$ cat src/rtl/tpwm_pkg.sv
package tpwm_pkg;
  typedef enum logic [1:0] {
    CH_CAPTURE = 2'd0,
    CH_TOGGLE  = 2'd1,
    CH_PWM     = 2'd2,
    CH_OFF     = 2'd3
  } ch_mode_e;

  typedef enum logic [1:0] {
    SRC_STOP = 2'd0,
    SRC_CLK  = 2'd1,
    SRC_EXT  = 2'd2,
    SRC_HOLD = 2'd3
  } src_sel_e;

  localparam int unsigned REG_CTRL    = 0;
  localparam int unsigned REG_FINAL   = 1;
  localparam int unsigned REG_CLEAR   = 2;
  localparam int unsigned REG_CH_BASE = 3;
endpackage

$ cat src/rtl/tpwm_prescale.sv
module tpwm_prescale
  import tpwm_pkg::*;
#(
  parameter int PS_W = 3
) (
  input  logic            clk,
  input  logic            rst_n,
  input  src_sel_e        src_sel,
  input  logic            ext_tick,
  input  logic [PS_W-1:0] ps_exp,
  output logic            tick
);
  localparam int DIV_W = (1 << PS_W) - 1;

  logic             src_en;
  logic [DIV_W-1:0] div_q;
  logic [DIV_W-1:0] mask;

  always_comb begin
    unique case (src_sel)
      SRC_CLK: src_en = 1'b1;
      SRC_EXT: src_en = ext_tick;
      default: src_en = 1'b0;
    endcase
  end

  assign mask = ~({DIV_W{1'b1}} << ps_exp);
  assign tick = src_en && ((div_q & mask) == mask);

  always_ff @(posedge clk or negedge rst_n) begin
    if (!rst_n) begin
      div_q <= '0;
    end else if (src_sel == SRC_STOP || src_sel == SRC_HOLD) begin
      div_q <= '0;
    end else if (src_en) begin
      div_q <= div_q + 1'b1;
    end
  end

  // with a divide above one, two ticks never come back to back
  assert_no_double_tick_R3: assert property (@(posedge clk) disable iff (!rst_n)
    ($past(tick) && $past(ps_exp) != '0 && $stable(ps_exp) && $stable(src_sel)) |-> !tick);
endmodule

$ cat src/rtl/tpwm_counter.sv
module tpwm_counter #(
  parameter int CNT_W = 16
) (
  input  logic             clk,
  input  logic             rst_n,
  input  logic             tick,
  input  logic             run,
  input  logic             updown,
  input  logic [CNT_W-1:0] fin_shadow,
  output logic [CNT_W-1:0] cnt_q,
  output logic [CNT_W-1:0] fin_q,
  output logic             ovf_evt,
  output logic             reload
);
  logic [CNT_W-1:0] cnt_d;
  logic             down_q, down_d;

  always_comb begin
    cnt_d   = cnt_q;
    down_d  = down_q;
    ovf_evt = 1'b0;
    if (tick) begin
      if (!updown) begin
        down_d = 1'b0;
        if (cnt_q >= fin_q) begin
          cnt_d   = '0;
          ovf_evt = 1'b1;
        end else begin
          cnt_d = cnt_q + 1'b1;
        end
      end else if (!down_q) begin
        if (cnt_q >= fin_q) begin
          down_d = 1'b1;
          cnt_d  = (fin_q == '0) ? '0 : fin_q - 1'b1;
        end else begin
          cnt_d = cnt_q + 1'b1;
        end
      end else begin
        if (cnt_q == '0) begin
          down_d  = 1'b0;
          ovf_evt = 1'b1;
          cnt_d   = (fin_q == '0) ? '0 : CNT_W'(1);
        end else begin
          cnt_d = cnt_q - 1'b1;
        end
      end
    end
  end

  assign reload = ovf_evt || !run;

  always_ff @(posedge clk or negedge rst_n) begin
    if (!rst_n) begin
      cnt_q  <= '0;
      down_q <= 1'b0;
      fin_q  <= '0;
    end else begin
      cnt_q  <= cnt_d;
      down_q <= down_d;
      if (reload) fin_q <= fin_shadow;
    end
  end

  // the count moves only on a prescaled tick
  assert_hold_without_tick_R2: assert property (@(posedge clk) disable iff (!rst_n)
    !$past(tick) |-> $stable(cnt_q));
  // in up mode a tick at or beyond the final value returns the count to zero
  assert_wrap_to_zero_R4: assert property (@(posedge clk) disable iff (!rst_n)
    (tick && !updown && cnt_q >= fin_q) |=> cnt_q == '0);
  // the active final value changes only at a reload point
  assert_final_buffered_R6: assert property (@(posedge clk) disable iff (!rst_n)
    !$stable(fin_q) |-> $past(reload));
endmodule

$ cat src/rtl/tpwm_channel.sv
module tpwm_channel
  import tpwm_pkg::*;
#(
  parameter int CNT_W = 16
) (
  input  logic             clk,
  input  logic             rst_n,
  input  ch_mode_e         mode,
  input  logic [1:0]       edge_sel,
  input  logic [CNT_W-1:0] cmp_shadow,
  input  logic             reload,
  input  logic             tick,
  input  logic [CNT_W-1:0] cnt,
  input  logic [CNT_W-1:0] fin_act,
  input  logic             pin_in,
  output logic             pin_out,
  output logic [CNT_W-1:0] cap_q,
  output logic             hit
);
  logic [CNT_W-1:0] cmp_q;
  logic             in_q;
  logic             rise, fall, cap_edge, match;

  assign rise     = pin_in & ~in_q;
  assign fall     = ~pin_in & in_q;
  assign cap_edge = (edge_sel[0] & rise) | (edge_sel[1] & fall);
  assign match    = tick && (cnt == cmp_q);

  always_comb begin
    unique case (mode)
      CH_CAPTURE: hit = cap_edge;
      CH_TOGGLE,
      CH_PWM:     hit = match;
      default:    hit = 1'b0;
    endcase
  end

  always_ff @(posedge clk or negedge rst_n) begin
    if (!rst_n) begin
      cmp_q   <= '0;
      in_q    <= 1'b0;
      pin_out <= 1'b0;
      cap_q   <= '0;
    end else begin
      in_q <= pin_in;
      if (reload) cmp_q <= cmp_shadow;
      unique case (mode)
        CH_CAPTURE: begin
          pin_out <= 1'b0;
          if (cap_edge) cap_q <= cnt;
        end
        CH_TOGGLE: if (match) pin_out <= ~pin_out;
        CH_PWM:    pin_out <= (cnt < cmp_q);
        default:   pin_out <= 1'b0;
      endcase
    end
  end

  // the captured value moves only while the channel captures
  assert_capture_mode_only_R10: assert property (@(posedge clk) disable iff (!rst_n)
    !$stable(cap_q) |-> $past(mode) == CH_CAPTURE);
  // a compare value above the final value holds the pin high
  assert_full_duty_R7: assert property (@(posedge clk) disable iff (!rst_n)
    (mode == CH_PWM && $past(mode) == CH_PWM && $past(cmp_q > fin_act)
     && $past(cnt <= fin_act)) |-> pin_out);
endmodule

$ cat src/rtl/tpwm_top.sv
module tpwm_top
  import tpwm_pkg::*;
#(
  parameter int CNT_W  = 16,
  parameter int NCH    = 2,
  parameter int PS_W   = 3,
  parameter int ADDR_W = 4
) (
  input  logic                 clk,
  input  logic                 rst_n,
  input  logic                 ext_tick,
  input  logic                 reg_we,
  input  logic [ADDR_W-1:0]    reg_addr,
  input  logic [CNT_W-1:0]     reg_wdata,
  input  logic [NCH-1:0]       ch_in,
  output logic [NCH-1:0]       ch_out,
  output logic [NCH*CNT_W-1:0] cap_value,
  output logic [CNT_W-1:0]     count_value,
  output logic                 ovf_flag,
  output logic [NCH-1:0]       ch_flag,
  output logic                 trig_pulse
);
  localparam int UD_BIT = 2 + PS_W;

  src_sel_e         src_q;
  logic [PS_W-1:0]  ps_q;
  logic             updown_q;
  logic [CNT_W-1:0] fin_sh_q;
  ch_mode_e         mode_q   [NCH];
  logic [1:0]       esel_q   [NCH];
  logic [CNT_W-1:0] cmp_sh_q [NCH];

  logic             tick, run, ovf_evt, reload, clr;
  logic [CNT_W-1:0] cnt, fin_act;
  logic [NCH-1:0]   hit;
  logic             ovf_q, trig_q;
  logic [NCH-1:0]   chf_q;

  assign run = (src_q == SRC_CLK) || (src_q == SRC_EXT);
  assign clr = reg_we && (reg_addr == ADDR_W'(REG_CLEAR));

  always_ff @(posedge clk or negedge rst_n) begin
    if (!rst_n) begin
      src_q    <= SRC_STOP;
      ps_q     <= '0;
      updown_q <= 1'b0;
      fin_sh_q <= '0;
      for (int c = 0; c < NCH; c++) begin
        mode_q[c]   <= CH_OFF;
        esel_q[c]   <= 2'b00;
        cmp_sh_q[c] <= '0;
      end
    end else if (reg_we) begin
      if (reg_addr == ADDR_W'(REG_CTRL)) begin
        src_q    <= src_sel_e'(reg_wdata[1:0]);
        ps_q     <= reg_wdata[2 +: PS_W];
        updown_q <= reg_wdata[UD_BIT];
      end
      if (reg_addr == ADDR_W'(REG_FINAL)) fin_sh_q <= reg_wdata;
      for (int c = 0; c < NCH; c++) begin
        if (reg_addr == ADDR_W'(REG_CH_BASE + 2 * c)) begin
          mode_q[c] <= ch_mode_e'(reg_wdata[1:0]);
          esel_q[c] <= reg_wdata[3:2];
        end
        if (reg_addr == ADDR_W'(REG_CH_BASE + 2 * c + 1)) cmp_sh_q[c] <= reg_wdata;
      end
    end
  end

  tpwm_prescale #(.PS_W(PS_W)) u_pre (
    .clk      (clk),
    .rst_n    (rst_n),
    .src_sel  (src_q),
    .ext_tick (ext_tick),
    .ps_exp   (ps_q),
    .tick     (tick)
  );

  tpwm_counter #(.CNT_W(CNT_W)) u_cnt (
    .clk        (clk),
    .rst_n      (rst_n),
    .tick       (tick),
    .run        (run),
    .updown     (updown_q),
    .fin_shadow (fin_sh_q),
    .cnt_q      (cnt),
    .fin_q      (fin_act),
    .ovf_evt    (ovf_evt),
    .reload     (reload)
  );

  for (genvar c = 0; c < NCH; c++) begin : g_ch
    tpwm_channel #(.CNT_W(CNT_W)) u_ch (
      .clk        (clk),
      .rst_n      (rst_n),
      .mode       (mode_q[c]),
      .edge_sel   (esel_q[c]),
      .cmp_shadow (cmp_sh_q[c]),
      .reload     (reload),
      .tick       (tick),
      .cnt        (cnt),
      .fin_act    (fin_act),
      .pin_in     (ch_in[c]),
      .pin_out    (ch_out[c]),
      .cap_q      (cap_value[c*CNT_W +: CNT_W]),
      .hit        (hit[c])
    );
  end

  always_ff @(posedge clk or negedge rst_n) begin
    if (!rst_n) begin
      ovf_q  <= 1'b0;
      trig_q <= 1'b0;
      chf_q  <= '0;
    end else begin
      trig_q <= ovf_evt;
      ovf_q  <= ovf_evt | (ovf_q & ~(clr & reg_wdata[0]));
      for (int c = 0; c < NCH; c++)
        chf_q[c] <= hit[c] | (chf_q[c] & ~(clr & reg_wdata[1 + c]));
    end
  end

  assign count_value = cnt;
  assign ovf_flag    = ovf_q;
  assign ch_flag     = chf_q;
  assign trig_pulse  = trig_q;

  // the trigger is always accompanied by the overflow flag
  assert_trig_sets_flag_R12: assert property (@(posedge clk) disable iff (!rst_n)
    trig_q |-> ovf_q);
  // in up-down mode the overflow flag rises only on leaving zero
  assert_zero_turn_only_R5: assert property (@(posedge clk) disable iff (!rst_n)
    ($rose(ovf_q) && $past(updown_q)) |-> $past(cnt) == '0);
  // a clear with no concurrent overflow drops the flag
  assert_clear_works_R11: assert property (@(posedge clk) disable iff (!rst_n)
    (clr && reg_wdata[0] && !ovf_evt) |=> !ovf_q);
endmodule

$ cat config.mk
export PLATFORM = sky130hd
export DESIGN_NAME = tpwm_top
export DESIGN_NICKNAME = d
export VERILOG_FILES = /design/src/rtl/tpwm_pkg.sv /design/src/rtl/tpwm_prescale.sv /design/src/rtl/tpwm_counter.sv /design/src/rtl/tpwm_channel.sv /design/src/rtl/tpwm_top.sv
export SDC_FILE = /design/constraint.sdc
export NUM_CORES = 1
export LEC_CHECK = 0
export ABC_AREA = 1
export BUFFER_PORTS_ARGS = -buffer_cell sky130_fd_sc_hd__clkbuf_2
export CORE_MARGIN = 3
export CORE_UTILIZATION = 40
export DETAILED_ROUTE_END_ITERATION = 10
export PLACE_DENSITY_LB_ADDON = 0.3
export SLEW_MARGIN = 20
export SYNTH_ARGS = -nofsm -noshare
export SYNTH_HDL_FRONTEND = slang
export SYNTH_SLANG_ARGS = --single-unit
$ cat constraint.sdc
create_clock -name clk -period 3.8 [get_ports clk]
set_input_delay 0.76 -clock clk [delete_from_list [all_inputs] [get_ports clk]]
set_output_delay 0.76 -clock clk [all_outputs]
set_load 0.02 [all_outputs]
==> metrics.json <==
{
  "final_net_count": {"value": 1416},
  "tritoncts": {"value": "done"},
  "critPathMaxFanout": {"value": 37},
  "antenna_cells": {"value": 0},
  "report.final.slew_viol_count": {"value": 0},
  "synth_area_per_cell": {"value": 8.045, "unit": "µm²"},
  "wl_per_cell": {"value": 15.88, "unit": "µm"},
  "setup-violations-final": {"value": 0},
  "hpwlAfterDp": {"value": 19750, "unit": "µm"},
  "vdd.ir_drop.worst": {"value": 0.3380, "unit": "mV"},
  "post_synth_num_cell_types": {"value": 41},
  "critical-path-max-stage-delay": {"value": 0.45, "unit": "ns"},
  "r2r.worst_path.cells": {"value": 12},
  "worst_hold_path_class": {"value": "primary input to async pin"},
  "proportion_of_netlist_area_held_by_the_largest_area_contributor": {"value": 42.57, "unit": "%"},
  "timing.critical_path.from_type": {"value": "register"},
  "detailedRoute.firstPassIterationCount": {"value": 8},
  "synthesized_net_count": {"value": 1332},
  "floorplan.rows": {"value": 57},
  "clock_insertion_delay_worst_skew": {"value": 0.45, "unit": "ns"},
  "worst_setup_path_category": {"value": "register to register"},
  "cts_hold_buf": {"value": 0},
  "postCtsSetupRepairBufs": {"value": 0},
  "track_usage": {"value": 20.59, "unit": "%"},
  "share_of_layout_cells_above_drive_strength_1": {"value": 18.37, "unit": "%"},
  "worst_setup_timing_slack_at_the_placement_stage": {"value": 0.8479, "unit": "ns"},
  "finalCritPeriodShare": {"value": 75.82, "unit": "%"},
  "cellLeakagePower": {"value": 5.740, "unit": "nW"},
  "antenna_left": {"value": 0},
  "layoutNonFillerInstCount": {"value": 1663},
  "crit_cells": {"value": 12},
  "place_inst": {"value": 1631},
  "critPathBufInv": {"value": 3},
  "post_drt_via_cell_ratio": {"value": 4.990},
  "worstSetupEndpointType": {"value": "register"},
  "fp.dieW": {"value": 164.1, "unit": "µm"},
  "post-route-drc-count": {"value": 0},
  "number_of_enable_type_register_cells_in_the_synthesized_netlist": {"value": 0},
  "aggregate_global_routing_overflow": {"value": 0},
  "tightestPinTransition": {"value": 0.7220, "unit": "ns"},
  "netlist_area": {"value": 9992, "unit": "µm²"},
  "leading_cell_types_by_total_area_after_synthesis": {"value": "sky130_fd_sc_hd__dfrtp_1, sky130_fd_sc_hd__nand2_1, sky130_fd_sc_hd__ha_1"},
  "pin_count": {"value": 80},
  "synth_flop_cell": {"value": "sky130_fd_sc_hd__dfrtp_1"},
  "syn_to_final_growth": {"value": 13.81, "unit": "%"},
  "antenna_found_initial": {"value": 0},
  "fin_ws": {"value": 0.9190, "unit": "ns"},
  "worstPathArrival": {"value": 3.24, "unit": "ns"},
  "drt_iter0_markers": {"value": 602},
  "critical_path.most_common_cell": {"value": "sky130_fd_sc_hd__nand2_1"},
  "cts_num_sinks": {"value": 174},
  "synth_sequential_area_ratio": {"value": 43.63, "unit": "%"},
  "gpl.final_weighted_congestion": {"value": 0.9436},
  "cts_made_buffers": {"value": 17},
  "cts-htree-levels": {"value": 4},
  "fin_skew": {"value": 0.01306, "unit": "ns"},
  "syn_inst_count": {"value": 1242},
  "grt_pass1_vias": {"value": 8144},
  "final_core_utilization": {"value": 46.49, "unit": "%"},
  "top_delay_family_on_crit_path": {"value": "simple AND/OR/NAND/NOR gates"},
  "timing.max_slew.rel_slack": {"value": 51.42, "unit": "%"},
  "clock_tree.buffer_depth": {"value": 2},
  "wirelength": {"value": 26410, "unit": "µm"},
  "die_height": {"value": 164.1, "unit": "µm"},
  "worst_hold_slack": {"value": 0.3257, "unit": "ns"},
  "synth-seq-cells": {"value": 174},
  "fin_tns_setup": {"value": 0, "unit": "ns"},
  "core_region_area": {"value": 24460, "unit": "µm²"},
  "synth_top_area_cell": {"value": "sky130_fd_sc_hd__dfrtp_1"},
  "run_status": {"value": "finished, final reports clean"},
  "path_cells": {"value": "inv_1 > ha_1 > inv_2 > nand2_1 > nor3_1 > nand2_1 > nor2_4 > nand2_4 > nand2_4 > buf_12 > nand2_1 > o21ai_0"},
  "first_pass_grt_wire_length": {"value": 43490, "unit": "µm"},
  "cts.reportedPaths.clkPinSlew": {"value": 0.08, "unit": "ns"},
  "p_per_area": {"value": 865.9, "unit": "nW/µm²"},
  "fillCellCount": {"value": 2417},
  "crit_required": {"value": 4.16, "unit": "ns"},
  "dieArea": {"value": 26910, "unit": "µm²"},
  "finalWorstPathRequiredPeriod": {"value": 2.881, "unit": "ns"},
  "timing.critical_path.slowest_stage_cell": {"value": "sky130_fd_sc_hd__nand2_1"},
  "num_vias": {"value": 8298},
  "grt_max_degree": {"value": 73},
  "yosysWarningCount": {"value": 0},
  "final_hold_violation_count": {"value": 0},
  "number_of_gates_resized_after_cts": {"value": 0},
  "postSynth.asyncResetShare": {"value": 100.0, "unit": "%"},
  "grt_setup_unrepaired": {"value": "false"},
  "root_buffer": {"value": "sky130_fd_sc_hd__clkbuf_16"},
  "start_util": {"value": 40.85, "unit": "%"},
  "drv_cap": {"value": 0},
  "port_buffers": {"value": 79},
  "max_freq": {"value": 0.3471, "unit": "GHz"}
}
logic make-up after synthesis:
logic type	count (synthesis)	share of synthesized area, %
simple gates	555	24.33
compound gates	235	13.55
buf+inv	193	8.640
flops	174	43.63
fa+ha+maj	64	8.014
xor+xnor	21	1.841
flip-flops by register name, summed over array words and instances (netlist names), 4 cells and up:
register,flops
u_cnt.cnt_q,16
u_pre.div_q,7
u_cnt.fin_q,16
cmp_sh_q,32
fin_sh_q,16
g_ch.u_ch.cap_q,32
mode_q,4
g_ch.u_ch.cmp_q,32
esel_q,4
layout make-up:
type	count	area [µm²]	area share, %
Tap cell	324	405.4	3.565
Clock inverter	15	191.4	1.683
Clock buffer	17	425.4	3.741
Multi-Input combinational cell	875	4775	41.98
Timing Repair Buffer	107	649.4	5.710
Sequential cell	174	4359	38.33
Inverter	151	566.8	4.984
synth_stat cells (5+ instances only):
master and instances:
sky130_fd_sc_hd__nand2_1 299, sky130_fd_sc_hd__dfrtp_1 170, sky130_fd_sc_hd__inv_1 142, sky130_fd_sc_hd__o21ai_0 114, sky130_fd_sc_hd__nor2_1 100, sky130_fd_sc_hd__a21oi_1 69, sky130_fd_sc_hd__ha_1 64, sky130_fd_sc_hd__nand3_1 63
sky130_fd_sc_hd__nand2_2 42, sky130_fd_sc_hd__o21ai_2 41, sky130_fd_sc_hd__clkbuf_1 22, sky130_fd_sc_hd__xor2_1 20, sky130_fd_sc_hd__nand4_1 18, sky130_fd_sc_hd__nor3_1 11, sky130_fd_sc_hd__inv_2 8, sky130_fd_sc_hd__buf_2 7
sky130_fd_sc_hd__buf_12 5, sky130_fd_sc_hd__buf_6 5, sky130_fd_sc_hd__nor4_1 5
cell usage in the layout, fill, tap and decap left out, drive strengths merged:
cell	instances
nor3b	1
nand3	63
ha	64
dfstp	4
a21boi	1
nor2	106
a21o	1
o21ai	156
o31ai	1
a311oi	1
xor2	20
nor2b	1
nand2	344
clkinv	11
o21a	2
dfrtp	170
nand3b	3
xnor2	1
nor3	12
o211ai	1
clkbuf	95
nand4	19
a21oi	69
inv	155
buf	29
nor4	5
a31oi	2
or3	1
o21bai	1
report_power, final:
part	total, mW	switching, mW	internal [mW]
clock	1.81	0.910	0.896
sequential	2.97	0.453	2.52
combinational	5.07	3.38	1.69
path summary, 6_finish.rpt:
check / end / start / slack, ns
max: g_ch[0].u_ch.cmp_q[14] / src_q[0] / 0.92
min: g_ch[1].u_ch.cap_q[14] / rst_n / 0.33
max reg2reg: g_ch[0].u_ch.cmp_q[14] / src_q[0] / 0.92
min reg2reg: g_ch[0].u_ch.cap_q[15] / g_ch[0].u_ch.cap_q[15] / 0.49
max in group asynchronous: mode_q[2] / rst_n / 2.62
min in group clk: g_ch[0].u_ch.in_q / ch_in[0] / 0.45
worst register-to-register path: stages, from the launching register on:
cell	delay [ns]
sky130_fd_sc_hd__dfrtp_1	0.38
sky130_fd_sc_hd__inv_1	0.05
sky130_fd_sc_hd__ha_1	0.33
sky130_fd_sc_hd__inv_2	0.19
sky130_fd_sc_hd__nand2_1	0.10
sky130_fd_sc_hd__nor3_1	0.14
sky130_fd_sc_hd__nand2_1	0.45
sky130_fd_sc_hd__nor2_4	0.30
sky130_fd_sc_hd__nand2_4	0.10
sky130_fd_sc_hd__nand2_4	0.29
sky130_fd_sc_hd__buf_12	0.29
sky130_fd_sc_hd__nand2_1	0.10
sky130_fd_sc_hd__o21ai_0	0.07
routing by layer:
metal | vias up | wire (µm) | GRT usage (%) | part of all wire (%)
met4 | 0 | 654 | 5.959 | 2.5
li1 | 4166 | - | - | -
met5 | - | 0 | 0 | 0
met1 | 3878 | 12840 | 29.14 | 49
met3 | 38 | 1116 | 3.430 | 4.2
met2 | 216 | 11800 | 32.60 | 45
through the flow:
step / total power [mW] / area, µm²
after floorplan: 6.601 / 9992
after global placement: 7.950 / 10760
after detailed placement: 8.036 / 10760
after CTS: 9.885 / 11370
after global routing: 10.71 / 11370
final: 9.847 / 11370
Power figures use the tool's default switching activity.
